**src/rtl/e1_cas_inserter.sv**
```systemverilog
module e1_cas_inserter #(
  parameter int FRAMES = 16,
  parameter int TSLOTS = 32,
  parameter int SIG_TS = 16,
  parameter int AW     = 6
) (
  input  logic          clk,
  input  logic          rst_n,
  input  logic          mf_sync,
  input  logic          ser_in,
  input  logic          sig_in,
  input  logic          cfg_we,
  input  logic [AW-1:0] cfg_addr,
  input  logic [7:0]    cfg_wdata,
  output logic          ser_out
);
  localparam int TW     = $clog2(TSLOTS);
  localparam int FW     = $clog2(FRAMES);
  localparam int PW     = FW + TW + 3;
  localparam int NSB    = TSLOTS / 8;
  localparam int A_CTRL = TSLOTS;
  localparam int A_SEL  = TSLOTS + 1;
  localparam int A_F0   = TSLOTS + 1 + NSB;

  logic [PW-1:0]     cnt, pos;
  logic [3:0]        sreg [TSLOTS];
  logic [TSLOTS-1:0] sel;
  logic [3:0]        f0_nib;
  logic              hw_en, primed;

  assign pos = mf_sync ? '0 : cnt;

  logic [2:0]    bi;
  logic [TW-1:0] ts, nib_ts;
  logic [FW-1:0] fr;
  logic          in_sig, upper, stream, f0_bit, ch_bit, nxt;

  assign bi     = pos[2:0];
  assign ts     = pos[TW+2:3];
  assign fr     = pos[PW-1:TW+3];
  assign in_sig = (ts == TW'(SIG_TS));
  assign upper  = !bi[2];
  assign nib_ts = upper ? TW'(fr) : TW'(fr) + TW'(SIG_TS);
  assign stream = hw_en ? sig_in : ser_in;
  assign f0_bit = upper ? 1'b0 : f0_nib[~bi[1:0]];
  assign ch_bit = sreg[nib_ts][~bi[1:0]];

  always_comb begin
    if (!in_sig)
      nxt = ser_in;
    else if (fr == '0)
      nxt = (hw_en || sel[SIG_TS]) ? f0_bit : stream;
    else
      nxt = sel[nib_ts] ? ch_bit : stream;
  end

  always_ff @(posedge clk or negedge rst_n) begin
    if (!rst_n) begin
      cnt     <= '0;
      ser_out <= 1'b0;
      primed  <= 1'b0;
    end else begin
      cnt     <= pos + 1'b1;
      ser_out <= nxt;
      primed  <= 1'b1;
    end
  end

  always_ff @(posedge clk or negedge rst_n) begin
    if (!rst_n) begin
      for (int i = 0; i < TSLOTS; i++) sreg[i] <= '0;
      sel    <= '0;
      hw_en  <= 1'b0;
      f0_nib <= '0;
    end else if (cfg_we) begin
      if (cfg_addr < AW'(TSLOTS))
        sreg[cfg_addr[TW-1:0]] <= cfg_wdata[3:0];
      if (cfg_addr == AW'(A_CTRL))
        hw_en <= cfg_wdata[0];
      for (int k = 0; k < NSB; k++)
        if (cfg_addr == AW'(A_SEL + k)) sel[8*k +: 8] <= cfg_wdata;
      if (cfg_addr == AW'(A_F0))
        f0_nib <= cfg_wdata[3:0];
    end
  end

  AST_PASS_THRU: assert property (@(posedge clk) disable iff (!rst_n)
    (primed && $past(!in_sig)) |-> (ser_out == $past(ser_in)));

  AST_SYNC_ALIGN: assert property (@(posedge clk) disable iff (!rst_n)
    (primed && $past(mf_sync)) |-> (cnt == PW'(1)));

  AST_CNT_WRAP: assert property (@(posedge clk) disable iff (!rst_n)
    (primed && $past(!mf_sync && cnt == '1)) |-> (cnt == '0));

  AST_HW_SOURCE: assert property (@(posedge clk) disable iff (!rst_n)
    (primed && $past(in_sig && fr != '0 && hw_en && !sel[nib_ts]))
      |-> (ser_out == $past(sig_in)));

  AST_MFAW_ZERO: assert property (@(posedge clk) disable iff (!rst_n)
    (primed && $past(in_sig && fr == '0 && upper && hw_en)) |-> !ser_out);
endmodule

```
**config.mk**
```make
export PLATFORM = sky130hd
export DESIGN_NAME = e1_cas_inserter
export DESIGN_NICKNAME = d
export VERILOG_FILES = /design/src/rtl/e1_cas_inserter.sv
export SDC_FILE = /design/constraint.sdc
export NUM_CORES = 1
export LEC_CHECK = 0
export CORE_MARGIN = 5
export CORE_UTILIZATION = 45
export CTS_CLUSTER_SIZE = 14
export DETAILED_ROUTE_END_ITERATION = 10
export MAX_ROUTING_LAYER = met4
export PLACE_DENSITY = 0.63
export RECOVER_POWER = 100
export SLEW_MARGIN = 20
export SYNTH_ARGS = -nofsm -noshare
export SYNTH_HDL_FRONTEND = slang
export SYNTH_SLANG_ARGS = --single-unit
```
**constraint.sdc**
```tcl
create_clock -name clk -period 2.38 [get_ports clk]
set_input_delay 0.357 -clock clk [delete_from_list [all_inputs] [get_ports clk]]
set_output_delay 0.357 -clock clk [all_outputs]
set_load 0.05 [all_outputs]
```
==> results.txt, run 1 <==
The final core utilization is 55.20%. The critical path data required time was 2.68 ns. The most numerous cell type found on the critical path is nor4_2. Max-cap violations in this run came to 0. In this run the power density over the cells is 706.8 nW/µm². The die height came out at 148.9 µm. VDD sags by at most 0.5096 mV.

The routability congestion estimate from global placement is 0.9491. Row generation in the floorplan step produced 50 rows. The global-route congestion overflow total was 0. The die is 148.9 µm wide. The worst setup slack before clock tree synthesis was -0.4378 ns.

The logs give 46.11% for the starting density of the core and 700 for the synthesized netlist cell count. The final critical-path share of the clock period is 96.84%. STA classifies the critical path endpoint as a flop.

The number of global-route vias before repair was 6,477. Summing every instance area after synthesis gives 8683 µm². The net count of the mapped netlist is 721, and the number of I/O port buffers is 20. The logs give 36.17 mm for the global-route wire length before repair and 0 for the number of synthesis warnings. The largest net degree at the start of global routing was 60; the proportion of register bits with asynchronous set or reset after synthesis was 100.0%. The delay contributed by the slowest stage of the critical path works out to 0.49 ns. The worst setup path is of the flop to flop kind. Counting the buffers created by CTS gives 17.

The path class of the tightest hold or removal check is input port to flop. In this run, synthesis inferred 0 flip-flops with an integrated enable. The transition at the pin with the smallest max-transition slack was 1.482 ns.

The slowest stage of the critical path belongs to the cell dfrtp_2. The routed design has 23.11 mm of wire. Counting I/O delays and the setup requirement, the final critical path takes 2.305 ns. 0 antenna diodes ended up in the layout. The critical path goes through buf_12, buf_4, mux2i_2, o221ai_2, a221oi_4, nor4_2, nor4_2, a21oi_1. The number of distinct library cells after synthesis came out at 55. Registers take 4457 µm². In this run the remaining antenna-violating nets after routing total 0. For this design, the sink count on the clock tree is 178. The first detailed-routing pass ran for 5 iterations.

For the area inside the core boundary, the log shows 18,830 µm². The share of post-route cells with drive strength above 1 works out to 39.26%. The maximum fanout count along the critical path came out at 7. The logs give 4.704 nW for the static leakage and 22,170 µm² for the area of the die.

The most used flip-flop cell after synthesis is dfrtp_1. Setup repair after global routing left no endpoint under its margin. For the top-level port count, the log shows 21. TritonCTS built the clock tree. Once detailed placement completed, the half-perimeter wirelength came to 16.13 mm.

Initial antenna violation count: 0. The synthesized design contains 178 register bits. The number of buffers on the longest clock path is 2, and the initial detailed-routing violation count is 429. The number of H-tree branching levels is 4, and the post-detailed-route wirelength per cell is 21.50 µm. For the worst-skew pair, the clock arrives at the later sink with an insertion delay of 0.43 ns.

Worst path arrival time: 2.61 ns. Each instance of the synthesized netlist takes up on average 12.40 µm². In the final layout, the multi-input gates occupy 4031 µm². Layout overhead on the synthesized area: 19.70%. The clock arrives with 0.009630 ns of skew. For this run, design rule violations remaining after detail routing come to 0. The logs give 21.74% for the overall global routing resource usage and 0 for the number of endpoints with negative hold slack in the final report. Headroom to the max-slew limit came out at 1.187%.

The fmax came out at 0.4339 GHz. The via count came out at 6,088. Counting the fill cells in the layout gives 1,587. The final worst slack was 0.07515 ns; the total number of nets in the final design was 823. Setup violations remaining at the end of the flow were counted as 0. STA classifies the critical path startpoint as a flop. The run finished with clean final reports. The routed via count divided by cell count was 5.663. The post-CTS clock slew at the launch and capture registers of the worst setup and hold paths is 0.06 ns, and the post-synthesis sequential area ratio is 51.30%.

CTS placed an instance of clkbuf_16 at the clock tree root. Final max-slew violation count: 0.
power by group:
part	switching, mW	internal, mW
sequential	0.226	3.41
combinational	0.434	0.491
clock	1.16	1.63
total	1.82	5.53
synthesized netlist by cell type, types with 2 or more instances:
cell type  instances  area (µm²)
nor3b_1            2       15.01
nand2b_1           8       50.05
nor2b_1           14       87.58
nand3_1           12       60.06
xor2_1             5       43.79
mux2i_1           39       390.4
a211oi_2           2       25.02
o22ai_1           13       81.33
nand2b_4           2       27.53
or3_1              2       12.51
xnor2_1            4       35.03
and4_1             2       17.52
nand3b_1           4       30.03
a311oi_1           2       17.52
mux2_2           179        2016
nand4_1            2       12.51
or2_2              2       12.51
a22oi_1            6       45.04
and3_1             2       12.51
o21ai_0            9       45.04
buf_6             10       112.6
nor3_1             3       15.01
a221oi_1           5       43.79
o211ai_1           2       15.01
o221ai_1           5       43.79
buf_2              5       25.02
nor2_1            37       138.9
buf_4              7       52.55
clkbuf_1          20       75.07
a31oi_1            9       56.30
nor4_1             4       25.02
o21bai_1           3       22.52
a21oi_1            9       45.04
a211oi_1           8       60.06
o22a_1             2       17.52
dfrtp_1          178        4454
nor2_2             4       25.02
nand2_1           61       229.0
layout by cell type, fill, tap and decap left out, types with 6 or more instances in the layout:
master	count
nand3_1	11
nand2b_1	8
buf_4	59
clkbuf_1	27
clkdlybuf4s50_1	13
mux2_2	178
clkbuf_4	9
nor2_1	40
o21ai_0	9
dlygate4sd3_1	6
dfrtp_1	176
clkbuf_16	19
o22ai_1	12
nor2b_1	13
a211oi_1	6
nand2_1	60
mux2i_1	35
a31oi_1	9
a21oi_1	9
layer usage:
layer  vias up  part of all wire [%]  GRT usage [%]
met4         0                   3.1          8.833
met2       181                    47          33.65
met1      3118                    45          28.61
li1       2748                     -              -
met3        41                   4.9          3.707
met5         -                     0              -
per-stage QoR:
stage | total power [mW] | cells | area (µm²) | setup TNS (ns) | hold WS (ns)
final | 7.346 | 1075 | 10390 | 0 | 0.4995
after CTS | 7.379 | 1063 | 10360 | 0 | 0.5006
after global placement | 4.545 | 1030 | 9762 | -0.3613 | 0.3725
after detailed placement | 4.597 | 1030 | 9762 | -0.4378 | 0.3780
after floorplan | 4.187 | 700 | 8683 | 0 | 0.06141
after global routing | 7.641 | 1075 | 10390 | 0 | 0.5012
path summary, 6_finish.rpt:
| path | start | end | slack (ns) | depth (start not counted) |
|---|---|---|---|---|
| worst min register to register | sreg[49]$_DFFE_PN0P_ | sreg[49]$_DFFE_PN0P_ | 0.50 | 1 |
| worst max-delay path | cnt[8]$_DFF_PN0_ | ser_out$_DFF_PN0_ | 0.08 | 8 |
| max in group asynchronous | rst_n | sreg[75]$_DFFE_PN0P_ | 0.37 | 3 |
| min in group asynchronous | rst_n | sel[20]$_DFFE_PN0P_ | 0.83 | 2 |
| worst min-delay path | mf_sync | cnt[5]$_DFF_PN0_ | 0.50 | 3 |
| worst max register to register | cnt[8]$_DFF_PN0_ | ser_out$_DFF_PN0_ | 0.08 | 8 |
registers in the layout (all words and copies together) (netlist names):
name / count
sreg: 128
sel: 32
cnt: 12
f0_nib: 4
hw_en: 1
ser_out: 1
layout make-up:
type	instances	share of cell area (%)
clock inverter	8	0.9871
inverter	1	0.03611
clock buffer	24	4.635
multi-input combinational	480	38.79
tap	260	3.130
timing repair buffer	124	9.546
sequential	178	42.88
repair_timing:
item                                   CTS  global route
setup endpoints to repair                1             1
cloned                                   0             3
endpoints found under the hold margin   55             0
hold buffers                             1             0
setup buffers                            0            10
resized for setup                        1            19
pin swaps                                0             5
critical path, delay by kind of cell (launching register included):
family | cells | cell delay, ns
mux | 1 | 0.28
compound gates | 3 | 0.63
buf+inv | 2 | 0.33
flops | 1 | 0.49
simple gates | 2 | 0.45
cells by family (layout without fill, tap and decap cells):
group	Yosys count	in the layout	synth area share, %
mux	219	219	27.97
flops	178	178	51.30
simple gates	169	170	9.885
compound gates	81	81	6.700
buf+inv	43	157	3.098
xor+xnor	9	9	0.9077
fa+ha+maj	1	1	0.1441
Power figures use the tool's default switching activity.
==> run 2, diff against run 1 <==
--- a/config.mk
+++ b/config.mk
@@ -5,6 +5,7 @@
 export SDC_FILE = /design/constraint.sdc
 export NUM_CORES = 1
 export LEC_CHECK = 0
+export CORE_ASPECT_RATIO = 0.75
 export CORE_MARGIN = 5
 export CORE_UTILIZATION = 45
 export CTS_CLUSTER_SIZE = 14
==> run 2 against run 1 <==
Compared with the run above: clock skew down 0.0058 ns; hold slack worse by 0.0089 ns; critical path depth down 1; sequential power about the same; maximum frequency down 1.5%; clock power up 7.5%; total power up 2.5%; setup slack worse by 0.035 ns; flip-flop and latch count unchanged; critical path type unchanged; critical endpoint unchanged; largest cell class unchanged; highest routed layer unchanged.
==> results.txt, run 2 (same netlist as run 1, synthesis figures left out) <==
sreg holds more flip-flops than any other register. The startpoint identified for the worst register-to-register timing path is cnt[8]$_DFF_PN0_. Wire length on met2: 9.902 mm (-8.5%).

For the clock skew after layout, the log shows 0.003844 ns (-0.005786 ns). Via count: 5,897 (-3.1%). The tools report the reported max-cap violation count as 0 (unchanged).

The area of the die was 22,200 µm² (+0.13%). The tools report the initial detailed-routing violation count as 535 (+25%). The tools report the total length of routed met3 wires as 1.265 mm (+12%). The post-CTS clock slew at the launch and capture registers of the worst setup and hold paths came out at 0.06 ns (about the same). For the sum of negative setup slack, the log shows 0 ns (unchanged).

Initial antenna violation count: 0 (unchanged). The library cells used most frequently in the layout, excluding fill and tap cells, are 177 x mux2_2, 177 x dfrtp_1, 61 x nand2_1, 54 x buf_4, 40 x nor2_1. The tools report the clock sink count as 178 (unchanged).

For the total routed wirelength, the log shows 22.34 mm (-3.4%). The post-detailed-route wirelength per cell was 21.39 µm (-0.49%); the number of I/O port buffers was 20 (unchanged). On the critical path, the stage with the largest delay is an instance of mux4_2.

The overall global routing resource usage was 21.57% (-0.16 points); the final max-slew violation count was 0 (unchanged). In this run the worst hold path is classified as flop to flop. The power density normalized to cell area works out to 740.2 nW/µm² (+4.7%).

The number of global-route vias before repair is 6,179 (-4.6%). The global-route congestion overflow total is 0 (unchanged). The transition at the pin with the smallest max-transition slack came out at 1.397 ns (-0.08490 ns). The largest registers in the layout are sreg x128, sel x32, cnt x12.

The top-level port count is 21 (unchanged), and the die height is 130.3 µm (-12%). The minimum clock period after layout is 2.339 ns (+0.03463 ns), and the total internal power is 5.717 mW (+3.4%). The starting density of the core is 45.32% (-0.79 points). For the number of standard cells in the final layout excluding fillers, the log shows 1,044 (-2.9%).

Filler cell count: 1,621 (+2.1%). The static leakage is 4.592 nW (-2.4%). The fmax is 0.4274 GHz (-1.5%), and the number of buffers added by the clock tree synthesis step is 17 (unchanged). The die boundary width was 170.4 µm (+14%). The largest net degree at the start of global routing is 68 (+13%), and the number of placement rows is 44 (-12%). For the routability congestion estimate from global placement, the log shows 0.9220 (-2.9%). The area inside the core boundary is 19,160 µm² (+1.7%), and the final critical-path share of the clock period is 98.30% (+1.5 points). Number of endpoints with negative hold slack in the final report: 0 (unchanged). The worst relative slew slack came out at 6.847% (+5.7 points). TritonCTS built the clock tree.

The logs give 1.815 mW (-0.21%) for the switching power of the nets and 0.43 ns (about the same) for the clock latency on the worst-skew pair. The antenna diode count was 0 (unchanged). The flow ran to the end, and the final reports show no timing, DRC or antenna violations. From synthesis to final layout, the design area changed by 17.18%. The critical path is of the flop to flop type. Final setup violation count: 0 (unchanged). Routed via count divided by cell count: 5.648 (-0.26%). The logs give 0 (unchanged) for the number of routed nets with antenna violations and 2.63 ns (+0.02 ns) for the worst path arrival time.

The worst setup path is launched from a flop. For the clock power share, the log shows 39.8% (+1.8 points). The share of total power in combinational logic is 12.2% (-0.4 points), and the number of H-tree branching levels is 4 (unchanged).

The maximum fanout count along the critical path is 26 (+19), and the delay contributed by the slowest stage of the critical path is 0.55 ns (+0.06 ns). The tools report the number of buffers on the longest clock path as 2 (unchanged). The logs give 802 (-2.6%) for the total number of nets in the final design and 1,004 (-2.5%) for the cell total after placement.

For the post-DP HPWL, the log shows 15.56 mm (-3.5%). Nature of the critical path endpoint: a flop. The highest layer touched by signal routing is met4. Met1 wire length: 10.94 mm (+4.7%).

The flip-flop count of the largest register after layout is 128 (unchanged), and the share of post-route cells with drive strength above 1 is 36.41% (-2.9 points). The root buffer cell is clkbuf_16. In this run the most critical hold path is launched from sreg[5]$_DFFE_PN0P_. Tracing the worst setup path back leads to its startpoint at cnt[8]$_DFF_PN0_.

The count of TritonRoute iterations in the first routing pass was 5 (unchanged); the sequential cell fraction of total power was 48.0% (-1.4 points). The worst supply voltage drop on vdd is 0.4577 mV (-10%). The switching share of power was 24.09% (-0.66 points). The register-to-register path setup slack is 0.04 ns (-0.03 ns).

The global-route wire length before repair was 35.46 mm (-2.0%); the critical path data required time was 2.67 ns (about the same). The tools report the count of unresolved DRC violations after routing as 0 (unchanged). The signal on the critical path passes through buf_12, mux4_2, nor2b_1, a311oi_1, o32a_1, a32o_1, a21oi_1.
[run 2: cell types whose count changed in the layout (fill, tap and decap cells not counted), moves of 3 or more]
cell | previous run | this run
clkbuf_1 | 27 | 21
clkbuf_4 | 9 | 4
mux2i_2 | 4 | 1
buf_4 | 59 | 54
mux2i_1 | 35 | 38
[run 2: critical path: cells and delay by family (launching register included)]
kind | cells | cell delay (ns)
AO/OA/AOI/OAI | 4 | 0.81
multiplexers | 1 | 0.55
flip-flops | 1 | 0.43
buffers and inverters | 1 | 0.24
AND/OR/NAND/NOR | 1 | 0.15
[run 2: cell type report]
type / count / area [µm²] / area share (%)
flip-flops and latches: 178 / 4456 / 43.79
multi-input cells: 480 / 3970 / 39.02
repair buffers: 103 / 805.8 / 7.919
clock buffers: 21 / 470.5 / 4.624
well taps: 253 / 316.6 / 3.111
clock inverters: 8 / 152.6 / 1.500
inverters: 1 / 3.754 / 0.03689
[run 2: timing repair]
action,4_1_cts,5_1_grt
resized for setup,0,7
setup endpoints to repair,0,1
hold buffers,1,0
buffers inserted,0,9
hold endpoints to repair,50,0
[run 2: final timing paths]
check                                       end  depth (start not counted)
max reg2reg                   ser_out$_DFF_PN0_                          7
max                           ser_out$_DFF_PN0_                          7
min reg2reg                 sreg[5]$_DFFE_PN0P_                          1
min                         sreg[5]$_DFFE_PN0P_                          1
max in group asynchronous  sreg[54]$_DFFE_PN0P_                          3
min in group asynchronous     hw_en$_DFFE_PN0P_                          2
[run 2: through the flow]
step	worst slack, ns	instance area [µm²]	power, mW	hold WS (ns)	utilization, %
CTS	0.03838	10220	7.586	0.4652	53.34
finish	0.04052	10170	7.532	0.4905	53.11
floorplan	0.5279	8683	4.187	0.06141	-
global route	-0.002935	10170	7.826	0.5147	53.11
global placement	-0.2919	9585	4.542	0.3369	50.03
detailed placement	-0.3868	9585	4.591	0.3482	50.03
[run 2: power by group through the flow]
stage                     combinational, mW  sequential, mW  clock [mW]
after floorplan                       0.596            3.59           0
after global placement                0.897            3.64           0
after detailed placement              0.926            3.67           0
after CTS                             0.931            3.61        3.04
after global routing                   1.00            3.65        3.17
final                                 0.916            3.62        3.00
[run 2: per-layer routing]
layer / track usage (%) / vias to the layer above
li1: - / 2691
met1: 30.98 / 3023
met2: 31.44 / 163
met3: 5.179 / 20
met4: 4.366 / 0
met5: - / -
==> run 3, diff against run 2 <==
--- a/config.mk
+++ b/config.mk
@@ -5,6 +5,7 @@
 export SDC_FILE = /design/constraint.sdc
 export NUM_CORES = 1
 export LEC_CHECK = 0
+export ABC_AREA = 1
 export CORE_ASPECT_RATIO = 0.75
 export CORE_MARGIN = 5
 export CORE_UTILIZATION = 45
==> run 3 against run 2 <==
Compared with the run above: count of clock-buffer cells in the layout decreased by 3; largest cell class unchanged; via count increased by 27%; register-to-register slack improved by 0.25 ns; final cell count is 34% higher; flip-flop and latch count unchanged; cell area decreased by 2.8%; wire length up 8.0%; global-route usage increased by 2.3 points; sequential power about the same; largest power group unchanged; setup slack better by 0.19 ns; critical path type is now input port to flop; non-clock buffer count decreased by 17; core utilization increased by 0.20 points.
==> results.txt, run 3 <==
The flow ran to the end, and the final reports show no timing, DRC or antenna violations. After synthesis, the most frequently instantiated cells are 324 x nand2_1, 194 x o21ai_0, 178 x dfrtp_1. The number of buffers on the longest clock path came out at 2 (unchanged). The switching share of power is 27.91% (+3.8 points). In the layout the commonest cells are 324 x nand2_1, 194 x o21ai_0, 178 x dfrtp_1, 96 x nor2_1, 92 x nand3_1. In this design, the critical path's most frequently occurring cell is nand2_1.

The delay contributed by the slowest stage of the critical path came out at 0.64 ns (+0.09 ns). By area the synthesized netlist is led by dfrtp_1 52%, nand2_1 14%, o21ai_0 11%, nand3_1 5.4%, nor2_1 4.2%. The met3 global-route usage is 3.934% (-1.2 points).

The logs give 0 (unchanged) for the initial antenna violation count and 48.7% (+0.7 points) for the sequential cell fraction of total power. Number of H-tree branching levels: 4 (unchanged). The path class of the tightest hold or removal check is flop to flop. The overall global routing resource usage is 23.91% (+2.3 points), and the area of the die is 21,810 µm² (-1.8%).

The static leakage is 4.561 nW (-0.67%). CTS placed an instance of clkbuf_16 at the clock tree root. Global-route track usage on met1: 37.86% (+6.9 points). For the top-level port count, the log shows 21 (unchanged).

STA classifies the critical path startpoint as an input port. From synthesis to final layout, the design area changed by 16.17%. The total internal power was 5.329 mW (-6.8%). The tools report the startpoint of the most critical setup path as mf_sync. The tools report the starting density of the core as 45.88% (+0.56 points). The worst setup slack before clock tree synthesis was -0.05872 ns (+0.3281 ns); the worst relative slew slack was 2.676% (-4.2 points).

The area inside the core boundary came out at 18,560 µm² (-3.1%). For the clock skew after layout, the log shows 0.009075 ns (+0.005231 ns). Leading area contributor after synthesis: dfrtp_1. The proportion of register bits with asynchronous set or reset after synthesis works out to 100.0% (unchanged).

The minimum clock period after layout is 2.154 ns (-0.1850 ns). The startpoint identified for the worst register-to-register timing path is cnt[8]$_DFF_PN0_. STA classifies the critical path endpoint as a flop. The power density normalized to cell area is 747.1 nW/µm² (+0.93%). Critical path data required time: 2.70 ns (+0.03 ns). The share of post-route cells with drive strength above 1 works out to 8.297% (-28 points). The synthesized area was 8517 µm² (-1.9%).

The layer flagged by global routing as most heavily used is met1. Most common cell in the synthesized netlist: nand2_1. The share of total power in combinational logic came out at 11.3% (-0.9 points).

The largest registers in the layout are sreg x128, sel x32, cnt x12. Standard cell area after detailed placement: 9335 µm² (-2.6%). The count of unresolved DRC violations after routing is 0 (unchanged).

The tools report the beginning of the worst hold path as sreg[77]$_DFFE_PN0P_. The logs give 0 (unchanged) for the reported max-cap violation count and 0 (unchanged) for the number of endpoints with negative hold slack in the final report. The flip-flop count of the largest register after layout was 128 (unchanged); the total number of nets in the final design was 1,165 (+45%). The tools report the net count of the mapped netlist as 1,107 (+54%). Number of global-route vias before repair: 7,002 (+13%). On the critical path, the stage with the largest delay is an instance of dlygate4sd3_1. The switching power of the nets was 2.063 mW (+14%). Number of routed nets with antenna violations: 0 (unchanged).

Post-synthesis sequential area ratio: 52.30% (+1.0 points). The mean area per synthesized cell came out at 7.842 µm² (-37%). The number of I/O port buffers is 20 (unchanged), and the number of synthesis warnings is 0 (unchanged). For the global-route wire length before repair, the log shows 39.39 mm (+11%). Clock latency on the worst-skew pair: 0.43 ns (about the same).

Worst supply voltage drop on vdd: 0.3921 mV (-14%). The filler cell count is 1,760 (+8.6%). The run gives 978 (+83%) as the initial detailed-routing violation count.

The register with the most flip-flops in the final layout is sreg. The worst path arrival time is 2.47 ns (-0.16 ns), and the cell total after placement is 1,371 (+37%). The global-route congestion overflow total came out at 0 (unchanged). The maximum fanout count along the critical path came out at 13 (-50%).

The run gives 43 (-2.3%) as the number of placement rows. The number of buffers added by the clock tree synthesis step was 17 (unchanged). Top flip-flop cell by instance count after synthesis: dfrtp_1. For the total routed wirelength, the log shows 24.12 mm (+8.0%).

Count of TritonRoute iterations in the first routing pass: 8 (+3). Met2 usage in global routing: 31.91% (+0.47 points). The die boundary width works out to 168.9 µm (-0.91%).

The transition at the pin with the smallest max-transition slack works out to 1.460 ns (+0.06256 ns). The count of flip-flops with a built-in enable after synthesis is 0 (unchanged). The top cell type's share of synthesized area works out to 52.30% (+1.0 points).

The logs give 7,479 (+27%) for the via count and 1,404 (+34%) for the number of standard cells in the final layout excluding fillers. The most common cell after layout, fill and taps aside is nand2_1. The routability congestion estimate from global placement was 0.9087 (-1.4%); the sequential cell area was 4454 µm² (about the same).

The final max-slew violation count was 0 (unchanged). The die height was 129.1 µm (-0.89%); the worst hold-check slack was 0.4829 ns (-0.007624 ns). The post-CTS clock slew at the launch and capture registers of the worst setup and hold paths is 0.07 ns (about the same), and the clock power share is 40.0% (+0.2 points). The tools report the fmax as 0.4641 GHz (+8.6%). TritonCTS built the clock tree.

The post-synthesis sequential element count was 178 (unchanged). The post-detailed-route wirelength per cell is 17.18 µm (-20%), and the largest net degree at the start of global routing is 57 (-16%). The number of distinct library cells after synthesis is 32 (-42%). The clock sink count is 178 (unchanged). The antenna diode count was 0 (unchanged).

The final critical-path share of the clock period is 90.52% (-7.8 points). The critical path is of the input port to flop type. The tools report the final setup violation count as 0 (unchanged). The signal on the critical path passes through dlygate4sd3_1, inv_6, nand2_4, buf_4, o21ai_0, a21oi_1, buf_4, nor2_1, nand2_1, nand3_1, nand3_1, nand3_1, nand2_1, nand2_1, nand2_1.

The final worst slack is 0.2255 ns (+0.1850 ns), and the synthesized netlist cell count is 1,086 (+55%). Setup repair after global routing left no endpoint under its margin. The post-DP HPWL was 16.13 mm (+3.6%).

The final design area excluding fillers is 9894 µm² (-2.8%). The tools report the area occupied by multi-input gates as 3442 µm² (-13%). Routed via count divided by cell count: 5.327 (-5.7%).
==> run 3: cell types whose count changed after synthesis, moves of 9 or more <==
| cell | change |
|---|---|
| o22ai_1 | -12 |
| buf_2 | +9 |
| nand3_1 | +80 |
| nor2b_1 | -14 |
| nand2_1 | +263 |
| o21ai_0 | +185 |
| mux2_2 | -179 |
| mux2i_1 | -39 |
| inv_1 | +83 |
| nor2_1 | +59 |
==> run 3: repair_timing <==
action | CTS | global route
hold endpoints to repair | 51 | 0
setup endpoints to repair | 0 | 0
setup buffers | 0 | 0
resized for setup | 0 | 0
hold buffers | 1 | 0
==> run 3: kinds of logic (layout without fill, tap and decap cells) <==
group | count (synthesis) | after routing | synth area share, %
adder cells (fa/ha/maj) | 1 | 1 | 0.1469
AND/OR/NAND/NOR | 535 | 535 | 25.69
buffers and inverters | 135 | 206 | 7.228
AO/OA/AOI/OAI | 229 | 229 | 13.81
XOR/XNOR | 8 | 8 | 0.8226
flip-flops | 178 | 178 | 52.30
==> run 3: area by class of cell <==
class | count | area share [%]
well taps | 247 | 3.123
multi-input cells | 773 | 34.79
repair buffers | 86 | 7.511
clock inverters | 14 | 1.732
clock buffers | 18 | 4.439
inverters | 88 | 3.389
flip-flops and latches | 178 | 45.02
==> run 3: power by group through the flow <==
stage / sequential [mW] / clock (mW) / combinational [mW]
2_1_floorplan: 3.59 / 0 / 0.547
3_3_place_gp: 3.64 / 0 / 0.827
3_5_place_dp: 3.64 / 0 / 0.846
4_1_cts: 3.60 / 2.96 / 0.850
5_1_grt: 3.64 / 3.12 / 0.982
6_report: 3.60 / 2.96 / 0.836
==> run 3: critical path: cells and delay by family <==
| kind | cells | cell delay, ns |
|---|---|---|
| simple gates | 9 | 0.61 |
| compound gates | 2 | 0.42 |
| buf+inv | 4 | 1.09 |
==> run 3: final timing paths <==
kind                                         to  slack, ns  cells after the start
max                           ser_out$_DFF_PN0_       0.23                     15
min                        sreg[77]$_DFFE_PN0P_       0.48                      2
max reg2reg                   ser_out$_DFF_PN0_       0.29                     13
min reg2reg                sreg[77]$_DFFE_PN0P_       0.48                      2
max in group asynchronous  sreg[50]$_DFFE_PN0P_       0.47                      3
min in group asynchronous  sreg[79]$_DFFE_PN0P_       0.82                      2
==> run 3: routing by layer <==
metal	up-vias	routed length (µm)
met4	0	275
met3	26	1775
met1	3549	12300
li1	3623	-
met5	-	0
met2	281	9770
==> run 3: metrics by stage <==
stage	power, mW	TNS [ns]	util [%]
finish	7.392	0	53.31
global route	7.744	0	53.31
CTS	7.410	0	53.64
detailed placement	4.491	-0.07454	50.29
global placement	4.471	-0.03558	50.29
floorplan	4.141	0	-
